**config.mk**
```make
export PLATFORM = sky130hd
export DESIGN_NAME = stripe_lane_sel
export DESIGN_NICKNAME = d
export VERILOG_FILES = /design/src/rtl/stripe_sel_pkg.sv /design/src/rtl/stripe_sel_dp.sv /design/src/rtl/stripe_sel_ctrl.sv /design/src/rtl/stripe_lane_sel.sv
export SDC_FILE = /design/constraint.sdc
export NUM_CORES = 1
export LEC_CHECK = 0
export BUFFER_PORTS_ARGS = -buffer_cell sky130_fd_sc_hd__buf_2
export CORE_AREA = 4 4 120 122
export CTS_CLUSTER_SIZE = 14
export DETAILED_ROUTE_END_ITERATION = 6
export DIE_AREA = 0 0 124 126
export PLACE_DENSITY = 0.67
export SLEW_MARGIN = 20
export SYNTH_ARGS = -nofsm -noshare
export SYNTH_HDL_FRONTEND = slang
export SYNTH_SLANG_ARGS = --single-unit
```
**constraint.sdc**
```tcl
create_clock -name clk -period 15.6 [get_ports clk]
set_input_delay 3.9 -clock clk [delete_from_list [all_inputs] [get_ports clk]]
set_output_delay 3.9 -clock clk [all_outputs]
set_load 0.005 [all_outputs]
```
**src/rtl/stripe_sel_pkg.sv**
```systemverilog
package stripe_sel_pkg;

  typedef struct packed {
    logic capture;
    logic divStep;
    logic mulLoad;
    logic halve;
    logic finish;
  } stripe_ctrl_t;

  typedef struct packed {
    logic remGe;
    logic hit;
    logic lastTrial;
  } stripe_stat_t;

  typedef enum logic [1:0] {
    ST_IDLE   = 2'd0,
    ST_DIV    = 2'd1,
    ST_SEARCH = 2'd2
  } stripe_state_t;

endpackage

```
**src/rtl/stripe_sel_dp.sv**
```systemverilog
module stripe_sel_dp
  import stripe_sel_pkg::*;
#(
  parameter int CH_W      = 5,
  parameter int BITS_W    = 6,
  parameter int RATE_W    = 18,
  parameter int LOAD_W    = 32,
  parameter int BASE_RATE = 48000
) (
  input  logic              clk,
  input  logic              rstN,
  input  stripe_ctrl_t      ctrl,
  input  logic [CH_W-1:0]   chanCount,
  input  logic [BITS_W-1:0] sampleBits,
  input  logic [RATE_W-1:0] sampleRate,
  input  logic [1:0]        laneCapField,
  input  logic [LOAD_W-1:0] loadLimit,
  output stripe_stat_t      stat,
  output logic [1:0]        stripeCode
);

  localparam int Q_W    = $clog2((2 ** RATE_W) / BASE_RATE + 2);
  localparam int LANE_W = 3;

  logic [CH_W-1:0]   chR;
  logic [BITS_W-1:0] bitsR;
  logic [LOAD_W-1:0] limitR;
  logic [RATE_W-1:0] remR;
  logic [Q_W-1:0]    quoR;
  logic [LOAD_W-1:0] baseR;
  logic [LANE_W-1:0] laneR;
  logic [1:0]        codeR;

  logic [Q_W-1:0]    factor;
  logic [LOAD_W-1:0] laneLoad;
  logic [LANE_W-1:0] startLanes;

  // Factor is at least one: rates at or below the base step use the raw load.
  assign factor = (quoR == '0) ? Q_W'(1) : quoR;

  always_comb begin
    case (laneCapField)
      2'd0:    startLanes = 3'd0;
      2'd1:    startLanes = 3'd2;
      default: startLanes = 3'd4;
    endcase
  end

  // Lane counts are powers of two, so the per-lane division is a shift.
  always_comb begin
    case (laneR)
      3'd4:    laneLoad = baseR >> 2;
      3'd2:    laneLoad = baseR >> 1;
      default: laneLoad = baseR;
    endcase
  end

  assign stat.remGe     = (remR >= RATE_W'(BASE_RATE));
  assign stat.hit       = (laneR != '0) && (laneLoad >= limitR);
  assign stat.lastTrial = (laneR <= 3'd1);

  always_ff @(posedge clk) begin
    if (!rstN) begin
      chR    <= '0;
      bitsR  <= '0;
      limitR <= '0;
      remR   <= '0;
      quoR   <= '0;
      baseR  <= '0;
      laneR  <= '0;
      codeR  <= '0;
    end else begin
      if (ctrl.capture) begin
        chR    <= chanCount;
        bitsR  <= sampleBits;
        limitR <= loadLimit;
        remR   <= sampleRate;
        quoR   <= '0;
        laneR  <= startLanes;
      end
      if (ctrl.divStep) begin
        remR <= remR - RATE_W'(BASE_RATE);
        quoR <= quoR + Q_W'(1);
      end
      if (ctrl.mulLoad)
        baseR <= LOAD_W'(chR) * LOAD_W'(bitsR) * LOAD_W'(factor);
      if (ctrl.halve)
        laneR <= laneR >> 1;
      if (ctrl.finish)
        codeR <= stat.hit ? laneR[2:1] : 2'b00;
    end
  end

  assign stripeCode = codeR;

endmodule

```
**src/rtl/stripe_sel_ctrl.sv**
```systemverilog
module stripe_sel_ctrl
  import stripe_sel_pkg::*;
(
  input  logic         clk,
  input  logic         rstN,
  input  logic         start,
  input  stripe_stat_t stat,
  output stripe_ctrl_t ctrl,
  output logic         done
);

  stripe_state_t stateR, stateN;
  logic          doneR;

  always_comb begin
    ctrl   = '0;
    stateN = stateR;
    case (stateR)
      ST_IDLE: begin
        if (start) begin
          ctrl.capture = 1'b1;
          stateN       = ST_DIV;
        end
      end
      ST_DIV: begin
        if (stat.remGe) begin
          ctrl.divStep = 1'b1;
        end else begin
          ctrl.mulLoad = 1'b1;
          stateN       = ST_SEARCH;
        end
      end
      ST_SEARCH: begin
        if (stat.hit || stat.lastTrial) begin
          ctrl.finish = 1'b1;
          stateN      = ST_IDLE;
        end else begin
          ctrl.halve = 1'b1;
        end
      end
      default: stateN = ST_IDLE;
    endcase
  end

  always_ff @(posedge clk) begin
    if (!rstN) begin
      stateR <= ST_IDLE;
      doneR  <= 1'b0;
    end else begin
      stateR <= stateN;
      doneR  <= ctrl.finish;
    end
  end

  assign done = doneR;

endmodule

```
**src/rtl/stripe_lane_sel.sv**
```systemverilog
module stripe_lane_sel
  import stripe_sel_pkg::*;
#(
  parameter int CH_W      = 5,
  parameter int BITS_W    = 6,
  parameter int RATE_W    = 18,
  parameter int LOAD_W    = 32,
  parameter int BASE_RATE = 48000
) (
  input  logic              clk,
  input  logic              rstN,
  input  logic              start,
  input  logic [CH_W-1:0]   chanCount,
  input  logic [BITS_W-1:0] sampleBits,
  input  logic [RATE_W-1:0] sampleRate,
  input  logic [1:0]        laneCapField,
  input  logic [LOAD_W-1:0] loadLimit,
  output logic              done,
  output logic [1:0]        stripeCode
);

  stripe_ctrl_t ctrl;
  stripe_stat_t stat;

  stripe_sel_ctrl ctrl_i (
    .clk   (clk),
    .rstN  (rstN),
    .start (start),
    .stat  (stat),
    .ctrl  (ctrl),
    .done  (done)
  );

  stripe_sel_dp #(
    .CH_W      (CH_W),
    .BITS_W    (BITS_W),
    .RATE_W    (RATE_W),
    .LOAD_W    (LOAD_W),
    .BASE_RATE (BASE_RATE)
  ) dp_i (
    .clk          (clk),
    .rstN         (rstN),
    .ctrl         (ctrl),
    .chanCount    (chanCount),
    .sampleBits   (sampleBits),
    .sampleRate   (sampleRate),
    .laneCapField (laneCapField),
    .loadLimit    (loadLimit),
    .stat         (stat),
    .stripeCode   (stripeCode)
  );

endmodule

```
After elaboration in Yosys (flattened, before gate mapping)
Index checks and enable logic that the tools add are counted.

cells by class
  muxes and demuxes = 22
  multiply operators = 2
  div/mod/pow operators = 0
  bitwise gates (word level) = 1
  order comparisons = 3
  reductions and logical operators = 10
  equal/unequal tests = 8
  shift-type cells = 0
  add/subtract/negate cells = 2

operators with widths
  cell                                                                                   count
  18-bit two-way mux                                                                     2
  14-bit by 32-bit greater-or-equal comparator with 1-bit output                         1
  14-bit case mux with 2 select lines                                                    1
  18-bit by 16-bit greater-or-equal comparator with 1-bit output, second input constant  1
  18-bit by 16-bit subtractor with 18-bit output, second input constant                  1
  2-bit two-way mux                                                                      8
  11-bit by 3-bit multiplier with 14-bit output                                          1
  5-bit by 6-bit multiplier with 11-bit output                                           1
  3-bit two-way mux                                                                      3
  1-bit two-way mux                                                                      6
  2-bit case mux with 3 select lines                                                     1
  3-bit case mux with 2 select lines                                                     1
  2-bit by 1-bit equality test with 1-bit output, second input constant                  2
  2-bit zero test                                                                        2
  2-bit != test, second input constant                                                   2
  2-bit nonzero test                                                                     2
  3-bit by 1-bit adder with 3-bit output, second input constant                          1
  3-bit by 2-bit equality test with 1-bit output, second input constant                  1
  3-bit equality test, second input constant                                             1
  3-bit by 1-bit less-or-equal comparator with 1-bit output, second input constant       1
  3-bit zero test                                                                        1
  3-bit AND reduction                                                                    1
  3-bit nonzero test                                                                     1
  2-bit equality test, second input constant                                             1
  5 further kinds                                                                        5

word-level totals
  ROM bits = 0
  latch bits = 0
  memories kept = 0
  register bits = 86
  memory bits (writable) = 0

Logic depth before layout (Yosys ltp)
  word-level depth = 8
  depth in mapped cells = 22
  gate-level depth less buffers = 22

By module
From an unflattened synthesis, not the netlist that was laid out.

second synthesis, totals
  cells, all modules = 728
  area, all modules = 6070.8 um^2

by module, submodules not included
  module           cells an instance  times used  area an instance (um^2)
  stripe_sel_dp    715                1           5920.7
  stripe_sel_ctrl  13                 1           150.1

Worst setup path before layout
Ideal clock, no wire load.

  path type = reg2reg
  from = register dp_i.bitsR[0]
  to = register dp_i.baseR[12]
  library setup time = 0.062 ns
  data arrival time = 5.164 ns
  path slack = 10.373 ns
  stages on the path, launching flop included = 20
  clock period less this slack = 5.227 ns
  data required time = 15.538 ns
  path through = dfxtp_1 -> nand2_1 -> fa_1 -> fa_1 -> fa_1 -> inv_1 -> ha_1 -> a21oi_1 -> o21ai_0 -> o41ai_1 -> xnor2_1 -> nand2_1 -> fa_1 -> inv_1 -> ha_1 -> and4_1 -> a21oi_1 -> o21a_1 -> or4b_1 -> nand3_1

between the ends
  word-level cells in the longest chain between the ends = 2

RTL lines
  item                                           RTL line             text
  from (decl)                                    stripe_sel_dp.sv:26  logic [BITS_W-1:0] bitsR;
  from (signal assigned)                         stripe_sel_dp.sv:75  bitsR <= sampleBits;
  5-bit by 6-bit multiplier with 11-bit output   stripe_sel_dp.sv:86  baseR <= LOAD_W'(chR) * LOAD_W'(bitsR) * LOAD_W'(factor);
  11-bit by 3-bit multiplier with 14-bit output  stripe_sel_dp.sv:86
  to (signal assigned)                           stripe_sel_dp.sv:86
  to (decl)                                      stripe_sel_dp.sv:30  logic [LOAD_W-1:0] baseR;

No other way between the ends.
A chain may end at the register's enable or synchronous reset.

Worst setup path after layout
Same ends and word-level chain as after synthesis.

==> flow_metrics.tcl <==
set metrics [dict create \
    syn_nets 908 \
    cp-startpoint "dp_i.bitsR[0]$_SDFFE_PN0P_" \
    worst_slack_ns 9.905 \
    fin_crit_ns 5.695 \
    synth-edff-count 0 \
    nNetsFinal 936 \
    worstSetupPathType "reg -> reg" \
    io_pins 69 \
    slew_headroom_pct 25.10 \
    crit_path_start_kind "register" \
    antenna_cells 0 \
    fin_skew_ns 0.006138 \
    post-route-period-util_pct 36.51 \
    worst_r2r_path_depth 19 \
    final_core_util_pct 49.72 \
    cts_sinks 79 \
    vias 5133 \
    gp_congestion 0.8406 \
    cts_root_buffer "clkbuf_16" \
    dieArea_um2 15620 \
    p_per_area_nw_per_um2 81.41 \
    synth_cell_type_count 58 \
    rsz0062_at_grt "false" \
    hpwl_mm 9.115 \
    drtIter0Drc 274 \
    post_drt_wl_per_cell_um 12.90 \
    critPathCapture "dp_i.baseR[12]$_SDFFE_PN0P_" \
    clock_latency_ns 0.33 \
    max_cap_viol_count 0 \
    post_cts_resized 0 \
    cts.hold.buffers_added 0 \
    post_cts_buffers 0 \
    track_usage_pct 16.47 \
    synth.largest_area_cell "dfxtp_1" \
    synth_area_leaders "dfxtp_1, ha_1, nand2_1" \
    grt.overflow.total 0 \
    avgSynthCellArea_um2 7.645 \
    syn_area_um2 5894 \
    hold_violations 0 \
    grt_pass1_wl_mm 21.49 \
    status "finished clean" \
    setup_viol 0 \
    ys_top_cells_by_count "nand2_1, dfxtp_1, inv_1, nor2_1, a21boi_0" \
    portBuffers 61 \
    antenna_left 0 \
    tns_ns 0 \
    htreeDepth 3 \
    clk_pin_slew_ns 0.06 \
    die_y_um 126 \
    cts_tree "yes" \
    syn_inst 771 \
    cts_buffer_depth 2 \
    leakage_nw 2.853 \
    end_kind "register" \
    timing.hold.ws_ns 0.4618 \
    yosysSeqAreaShare_pct 26.83 \
    routed_via_density 5.238 \
    grt_pass1_vias 4643 \
    drt-pass1-iter-count 5 \
    r2r_start "dp_i.bitsR[0]$_SDFFE_PN0P_" \
    netlist.area_leader.share_pct 26.83 \
    core_um2 13190 \
    rows 42 \
    worst_slew_pin_slew_ns 1.122 \
    ys.flop_type "dfxtp_1" \
    routed_wl_mm 12.65 \
    ys_warn_count 0 \
    min_path_type "reg -> reg" \
    fill_cells 1349 \
    fmax_mhz 175.6 \
    r2r_setup_slack_ns 9.90 \
    r2r-end "dp_i.baseR[12]$_SDFFE_PN0P_" \
    numCtsBuffers 9 \
    drive_gt1_share_pct 11.07 \
    maxSlewViolCount 0 \
    drc 0 \
    antenna_found_initial 0 \
    ir_worst_vdd_uv 77.92 \
    initial_core_util_pct 44.69 \
    crit_arrival_ns 5.97 \
    yosysMostFrequentCell "nand2_1" \
    die_x_um 124 \
    postSynthRegisterBits 79 \
    critPathMaxFanout 8 \
    grt_max_degree 83 \
    cp.required_ns 15.88 \
    area_growth_pct 11.25 \
    ys_async_sr_fraction_pct 0 \
    place_ws_ns 9.897 \
]
worst min-delay path by stage:
stage	startpoint	endpoint	slack, ns	depth (start not counted)
final	dp_i.limitR[2]$_SDFFE_PN0P_	dp_i.limitR[2]$_SDFFE_PN0P_	0.46	2
after floorplan	dp_i.limitR[31]$_SDFFE_PN0P_	dp_i.limitR[31]$_SDFFE_PN0P_	0.44	2
after global placement	dp_i.limitR[23]$_SDFFE_PN0P_	dp_i.limitR[23]$_SDFFE_PN0P_	0.45	2
after detailed placement	dp_i.limitR[2]$_SDFFE_PN0P_	dp_i.limitR[2]$_SDFFE_PN0P_	0.46	2
after CTS	dp_i.limitR[2]$_SDFFE_PN0P_	dp_i.limitR[2]$_SDFFE_PN0P_	0.47	2
after global routing	dp_i.limitR[7]$_SDFFE_PN0P_	dp_i.limitR[7]$_SDFFE_PN0P_	0.49	2
critical path, cell delays in order (launching register included):
cell     delay (ns)
dfxtp_1        0.50
nand2_1        0.13
fa_1           0.52
fa_1           0.51
fa_1           0.54
inv_1          0.04
ha_1           0.33
a21oi_1        0.23
o21ai_0        0.16
o41ai_1        0.33
xnor2_1        0.23
nand2_1        0.11
fa_1           0.49
inv_1          0.04
ha_1           0.37
and4_1         0.21
a21oi_1        0.10
o21a_1         0.22
or4b_1         0.49
nand3_1        0.09
cell type report:
| type | count | area [µm²] | area share [%] |
|---|---|---|---|
| multi-input cells | 592 | 3928 | 59.89 |
| repair buffers | 63 | 320.3 | 4.885 |
| inverters | 54 | 202.7 | 3.091 |
| well taps | 176 | 220.2 | 3.358 |
| clock buffers | 9 | 225.2 | 3.434 |
| flip-flops and latches | 79 | 1582 | 24.12 |
| clock inverters | 7 | 80.08 | 1.221 |
per-stage QoR:
stage	instance area, µm²	std cells	power [mW]
6_report	6558	980	0.5339
2_1_floorplan	5894	771	0.2987
3_5_place_dp	6251	964	0.3238
5_1_grt	6558	980	0.5640
3_3_place_gp	6251	964	0.3225
4_1_cts	6556	980	0.5402
where the power goes:
group	total [mW]	leakage [nW]	internal [mW]	switching, mW
Clock	0.215	0.148	0.126	0.0887
Combinational	0.0923	2.06	0.0386	0.0537
Sequential	0.227	0.646	0.214	0.0130
routing by layer:
metal  track usage, %  wire, µm
met2            25.61      5758
met3            3.408       430
met1            23.99      6373
met5                0         0
met4            2.642        84
state kept, by name, indices dropped and copies added (netlist names):
register,flops
ctrl_i.done,1
ctrl_i.stateR,2
dp_i.chR,5
dp_i.quoR,3
dp_i.baseR,14
dp_i.stripeCode,2
dp_i.laneR,3
dp_i.remR,11
dp_i.limitR,32
dp_i.bitsR,6
cells in the final DEF, fill, tap and decap left out, types with 7 or more instances in the layout:
cell type    n
o31ai_1     11
nand3_1     19
and2_1      23
clkbuf_16    9
nand2b_1    16
nor2_1      51
a21boi_0    50
ha_1        49
o22ai_1     11
fa_1        22
xnor2_1      7
nor2b_1      7
a21oi_1     47
inv_1       54
o21ai_0     26
o211ai_1     7
dfxtp_1     79
buf_2       61
nand4_1      9
nand2_1    157
cell families (layout without fill, tap and decap cells):
logic type | Yosys count | count (layout) | synth area share (%)
buffers and inverters | 100 | 133 | 6.623
flip-flops | 79 | 79 | 26.83
XOR/XNOR | 13 | 13 | 1.932
AND/OR/NAND/NOR | 311 | 311 | 24.20
adder cells (fa/ha/maj) | 71 | 71 | 17.87
multiplexers | 1 | 1 | 0.1910
AO/OA/AOI/OAI | 196 | 196 | 22.35
No activity file was read; power rests on OpenSTA's default activity.
